==> src/rtl/sdram_init_pkg.sv <==
package sdram_init_pkg;
  typedef enum logic [1:0] {
    CMD_NOP = 2'd0,
    CMD_MRS = 2'd1,
    CMD_REF = 2'd2,
    CMD_PRE = 2'd3
  } sdi_cmd_e;

  typedef enum logic [1:0] {
    ST_DELAY   = 2'd0,
    ST_CMD     = 2'd1,
    ST_RESTORE = 2'd2,
    ST_DONE    = 2'd3
  } sdi_state_e;

  localparam int CAS_LSB    = 0;
  localparam int SPEED_BIT  = 12;
  localparam int PRESET_LSB = 16;
  localparam int WIDTH_BIT  = 23;

  localparam logic [7:0] MD_CL2_W32 = 8'h40;
  localparam logic [7:0] MD_CL3_W32 = 8'h60;
endpackage

==> src/rtl/sdi_mode_calc.sv <==
module sdi_mode_calc
  import sdram_init_pkg::*;
(
  input  logic [31:0] timing_cfg,
  input  logic [31:0] bank_cfg,
  output logic [7:0]  md
);
  logic [1:0] cas_f;
  logic       fast;
  logic       is_cl2;
  logic [7:0] preset;
  logic [7:0] wide_val;

  always_comb begin
    cas_f    = timing_cfg[CAS_LSB +: 2];
    fast     = timing_cfg[SPEED_BIT];
    preset   = timing_cfg[PRESET_LSB +: 8];
    is_cl2   = fast ? (cas_f == 2'd0) : (cas_f == 2'd1);
    wide_val = is_cl2 ? MD_CL2_W32 : MD_CL3_W32;
    if (preset != 8'd0)
      md = preset;
    else if (bank_cfg[WIDTH_BIT])
      md = wide_val;
    else
      md = wide_val >> 1;
  end
endmodule

==> src/rtl/sdi_cmd_table.sv <==
module sdi_cmd_table
  import sdram_init_pkg::*;
#(
  parameter int NUM_REF = 8,
  localparam int STEPS  = 2 * (NUM_REF + 2),
  localparam int SW     = $clog2(STEPS)
) (
  input  logic [SW-1:0] step,
  output logic [1:0]    code
);
  logic [SW-1:0] slot;

  always_comb begin
    slot = step >> 1;
    if (step[0])
      code = CMD_NOP;
    else if (slot == '0)
      code = CMD_PRE;
    else if (slot == SW'(NUM_REF + 1))
      code = CMD_MRS;
    else
      code = CMD_REF;
  end
endmodule

==> src/rtl/sdram_init_seq.sv <==
module sdram_init_seq
  import sdram_init_pkg::*;
#(
  parameter int CLK_HZ  = 200_000_000,
  parameter int GAP_CYC = 5,
  parameter int PASSES  = 2,
  parameter int NUM_REF = 8
) (
  input  logic        clk,
  input  logic        rst,
  input  logic [31:0] timing_cfg,
  input  logic [31:0] bank_cfg,
  output logic [1:0]  cmd,
  output logic [7:0]  mode_data,
  output logic        ref_off,
  output logic        sd_en,
  output logic        done,
  output logic        ready
);
  localparam int DELAY_CYC = CLK_HZ / 5000;
  localparam int CNT_MAX   = (DELAY_CYC > GAP_CYC) ? DELAY_CYC : GAP_CYC;
  localparam int CW        = $clog2(CNT_MAX + 1);
  localparam int STEPS     = 2 * (NUM_REF + 2);
  localparam int SW        = $clog2(STEPS);
  localparam int PW        = $clog2(PASSES + 1);

  sdi_state_e    st;
  logic [CW-1:0] cnt;
  logic [SW-1:0] step;
  logic [PW-1:0] pass;
  logic [7:0]    md;
  logic [1:0]    tbl_code;
  logic          hold_off;

  sdi_mode_calc u_mode (
    .timing_cfg (timing_cfg),
    .bank_cfg   (bank_cfg),
    .md         (md)
  );

  sdi_cmd_table #(.NUM_REF(NUM_REF)) u_tbl (
    .step (step),
    .code (tbl_code)
  );

  assign hold_off = (st == ST_DELAY) || (st == ST_CMD);

  // sequencing state
  always_ff @(posedge clk) begin
    if (rst) begin
      st   <= ST_DELAY;
      cnt  <= '0;
      step <= '0;
      pass <= '0;
    end else begin
      unique case (st)
        ST_DELAY: begin
          if (cnt == CW'(DELAY_CYC - 1)) begin
            cnt  <= '0;
            step <= '0;
            st   <= ST_CMD;
          end else begin
            cnt <= cnt + 1'b1;
          end
        end
        ST_CMD: begin
          if (cnt == CW'(GAP_CYC - 1)) begin
            cnt <= '0;
            if (step == SW'(STEPS - 1))
              st <= ST_RESTORE;
            else
              step <= step + 1'b1;
          end else begin
            cnt <= cnt + 1'b1;
          end
        end
        ST_RESTORE: begin
          if (pass == PW'(PASSES - 1)) begin
            st <= ST_DONE;
          end else begin
            pass <= pass + 1'b1;
            st   <= ST_DELAY;
          end
        end
        default: st <= ST_DONE;
      endcase
    end
  end

  // registered outputs
  always_ff @(posedge clk) begin
    if (rst) begin
      cmd       <= CMD_NOP;
      mode_data <= '0;
      ref_off   <= 1'b0;
      sd_en     <= 1'b0;
      done      <= 1'b0;
      ready     <= 1'b0;
    end else begin
      sd_en     <= 1'b1;
      ref_off   <= hold_off;
      mode_data <= hold_off ? md : 8'd0;
      cmd       <= (st == ST_CMD) ? tbl_code : CMD_NOP;
      ready     <= (st == ST_DONE);
      done      <= (st == ST_DONE) && !ready;
    end
  end
endmodule

==> config.mk <==
export PLATFORM = sky130hd
export DESIGN_NAME = sdram_init_seq
export DESIGN_NICKNAME = d
export VERILOG_FILES = /design/src/rtl/sdram_init_pkg.sv /design/src/rtl/sdi_mode_calc.sv /design/src/rtl/sdi_cmd_table.sv /design/src/rtl/sdram_init_seq.sv
export SDC_FILE = /design/constraint.sdc
export NUM_CORES = 1
export LEC_CHECK = 0
export ABC_AREA = 1
export BUFFER_PORTS_ARGS = -buffer_cell sky130_fd_sc_hd__clkbuf_2
export CAP_MARGIN = 20
export CORE_MARGIN = 2
export CORE_UTILIZATION = 50
export CTS_BUF_LIST = sky130_fd_sc_hd__clkbuf_8
export DETAILED_ROUTE_END_ITERATION = 6
export GPL_TIMING_DRIVEN = 0
export PLACE_DENSITY = 0.86
export SYNTH_ARGS = -nofsm -noshare
export SYNTH_HDL_FRONTEND = slang
export SYNTH_SLANG_ARGS = --single-unit
==> constraint.sdc <==
create_clock -name clk -period 1.5 [get_ports clk]
set_input_delay 0.375 -clock clk [delete_from_list [all_inputs] [get_ports clk]]
set_output_delay 0.375 -clock clk [all_outputs]
set_load 0.01 [all_outputs]
==> run metrics <==
result of the run complete, no violations; total cell area at the placement stage about 0.0022 mm^2; Worst EP arrival roughly 1.6 ns; portion of the post-synthesis area used by sequential elements 39.7%; Worst Hold Class in2reg; Worst Setup End Kind flip-flop; remaining max-slew budget at the tightest pin 70.7%; cell types with the largest area share after synthesis dfxtp_1 40%, nand2_1 10%, nor2_1 8.2%; clock tree from TritonCTS built; Most Frequent Cell on Critical Path nand2_1; initial antenna violation count 0; worst slew pin tran around 0.44 ns; count of antenna diodes in the layout 0; number of nets with antenna violations after routing 0; category of the most critical setup path reg2reg; core outline area 0.00372 mm^2; post-route design area between 0.002 and 0.0025 mm^2; number of top-level design ports 80; main combinational cell family by area after synthesis simple AND/OR/NAND/NOR gates; first-pass GRT wire length about 6800 um; period utilisation layout a little over nine tenths; maximum cell stage delay along the critical path 0.41 ns; most instantiated flip-flop cell in the synthesis netlist dfxtp_1; total DRC errors in the routed layout 0; DRC marker count from the first detailed-route iteration a little over 80; row count 22; mean post-synth cell area 7.10 um^2; CP startpoint kind flip-flop; data required time of the critical path around 1.7 ns; clk sinks 39; Finish-stage setup viols 0; max-slew violation count 0; vias ~1800; CTS Buffer Depth 2; ranking of synthesized cells by instance count 55 x nand2_1, 43 x nor2_1, 42 x inv_1, 39 x dfxtp_1, 15 x nand4_1; Fin. Hold Viols 0; aggregate global-route resource usage about a fifth; fraction of the mapped netlist area in compound gates 5.85%; CP Cell Sequence ha_2 > nand4_1 > nand2_1 > nand2_2 > nand3_4 > nand2_1 > nand2_1 > nor2_1; cell with the most instances after synthesis nand2_1; number of buffers inserted by port buffering 26; worst clock skew roughly 0.0055 ns; shortest period the worst path allows roughly 1.4 ns; TritonCTS Buffers 5; vias in the first global route between 1500 and 2000; number of synthesized register bits 39; Synth Warn # 0; signed area change from the synthesized netlist to the final layout 21.2%; number of inserted filler cells in the final layout 330; netlist area before placement 0.00197 mm^2; average routed wire per standard cell around 12 um; maximum number of pins on one net before global-route repair 13; layout cells sized above 1 around a quarter; final weighted congestion in routability-driven placement 0.869; post-placement setup slack -0.0612 ns; leakage power total 1.06 nW; Total Die Area around 0.0045 mm^2; worst setup slack after layout 0.0629 ns; area share of and/or/nand/nor cells after synthesis between 30% and 40%; total half-perimeter wirelength after legalization and detailed placement approximately 3000 um; mux share of post-synthesis cell area 0%; post-layout net count approximately 390; Fmax around 700 MHz; clock insertion delay at the later pin of the skew report 0.29 ns; effective utilization at floorplan a little over half; maximum resistive drop on vdd 0.680 mV; xor and xnor fraction of the mapped netlist area between 2 and 2.5%; die height roughly 67 um; buffer type at the clock tree root clkbuf_8; DRT Pass-1 Iters 5; Synth area leader dfxtp_1; fraction of post-synthesis cell area in the top cell type by area 39.7%; Power Density just over 1000 mW/mm^2; level count of the clock H-tree 2; number of synthesized flops with an enable pin 0; Die Wd approximately 67 um; routed wire length around 4300 um; Maximum Capacitance Violations 0; net count after synthesis 347; share of synthesized cell area in full adder, half adder and majority cells 2.54%; cells after synthesis 277; fraction of registers with async set/reset 0%; global route total overflow 0; clock edge transition at the registers on the reported setup and hold paths ~0.080 ns; number of vias per cell after detailed routing between 5 and 6; maximum fanout count along the critical path 6; number of distinct library cell variants in the gate-level netlist after synthesis 28; CP max-delay cell dfxtp_1
## state kept, by name (all words and copies together) (netlist names)
signal and count:
step 5, cmd 2, ready 1, done 1
st 2, sd_en 1, cnt 16, ref_off 1
mode_data 8, pass 2
## worst paths after layout
check,start,to,slack (ns),depth (start not counted)
worst max-delay path,step[0]$_SDFFE_PP0P_,step[2]$_SDFFE_PP0P_,0.06,8
worst min-delay path,timing_cfg[18],mode_data[2]$_SDFF_PP0_,0.30,3
worst max register to register,step[0]$_SDFFE_PP0P_,step[2]$_SDFFE_PP0P_,0.06,8
worst min register to register,ready$_SDFF_PP0_,done$_SDFF_PP0_,0.43,1
## cell usage in the layout (no fill, tap or decap), drive strengths merged
cell and n:
o21ai 11, inv 45, nor4 2, nor2 52, buf 9, o21bai 1, clkbuf 34, xnor2 2
clkinv 1, dfxtp 39, nand4 15, bufinv 1, ha 4, nand3 17, nor3 7, nand2 62
o31ai 1, a21oi 9, nor3b 1, xor2 3
## cell families (layout without fill, tap and decap cells)
kind of cell,after synthesis,in the layout
flops,39,39
xor+xnor,5,5
simple gates,156,156
compound gates,22,22
fa+ha+maj,4,4
buf+inv,51,90
## routing by layer
layer,vias up,share of wire (%),GRT usage [%]
li1,953,-,-
met5,-,0,0
met4,0,1.6,8.42
met1,812,43,23.2
met3,10,6.0,6.42
met2,62,50,34.0
## through the flow
stage	power [mW]	TNS (ns)	util [%]	std cells	hold slack (ns)
4_1_cts	2.42	0	61.5	359	0.291
5_1_grt	2.56	-0.183	64.2	364	0.307
6_report	2.45	0	64.2	364	0.298
3_5_place_dp	1.51	-0.300	58.0	351	0.417
3_3_place_gp	1.49	-0.00475	58.0	351	0.412
2_1_floorplan	1.41	0	-	277	0.433
## area by class of cell
cell class	count	area, um^2	share of cell area [%]
Clock buffer	6	82.6	3.46
Sequential cell	39	788	33.1
Timing Repair Buffer	31	168	7.03
Buffer	6	40.0	1.68
Tap cell	48	60.1	2.52
Inverter	45	169	7.08
Clock inverter	2	35.0	1.47
Multi-Input combinational cell	187	1040	43.7
## worst max-delay path: cells and delay by family (launching register included)
| kind | cells | cell delay [ns] |
|---|---|---|
| adder cells (fa/ha/maj) | 1 | 0.25 |
| flip-flops | 1 | 0.41 |
| AND/OR/NAND/NOR | 7 | 0.68 |
## power breakdown
part | total [mW] | leakage (nW) | internal (mW) | switching [mW]
clock network | 0.912 | 0.0612 | 0.538 | 0.374
logic | 0.385 | 0.682 | 0.142 | 0.243
registers | 1.15 | 0.321 | 1.10 | 0.0559
total | 2.45 | 1.06 | 1.78 | 0.673
## timing repair
action                                  4_1_cts  5_1_grt
buffers inserted                              0        5
pin swaps                                     1        6
hold buffers                                  0        0
resized for setup                             4       17
endpoints found under the setup margin        7       16
endpoints found under the hold margin         0        0
Power figures use the tool's default switching activity.
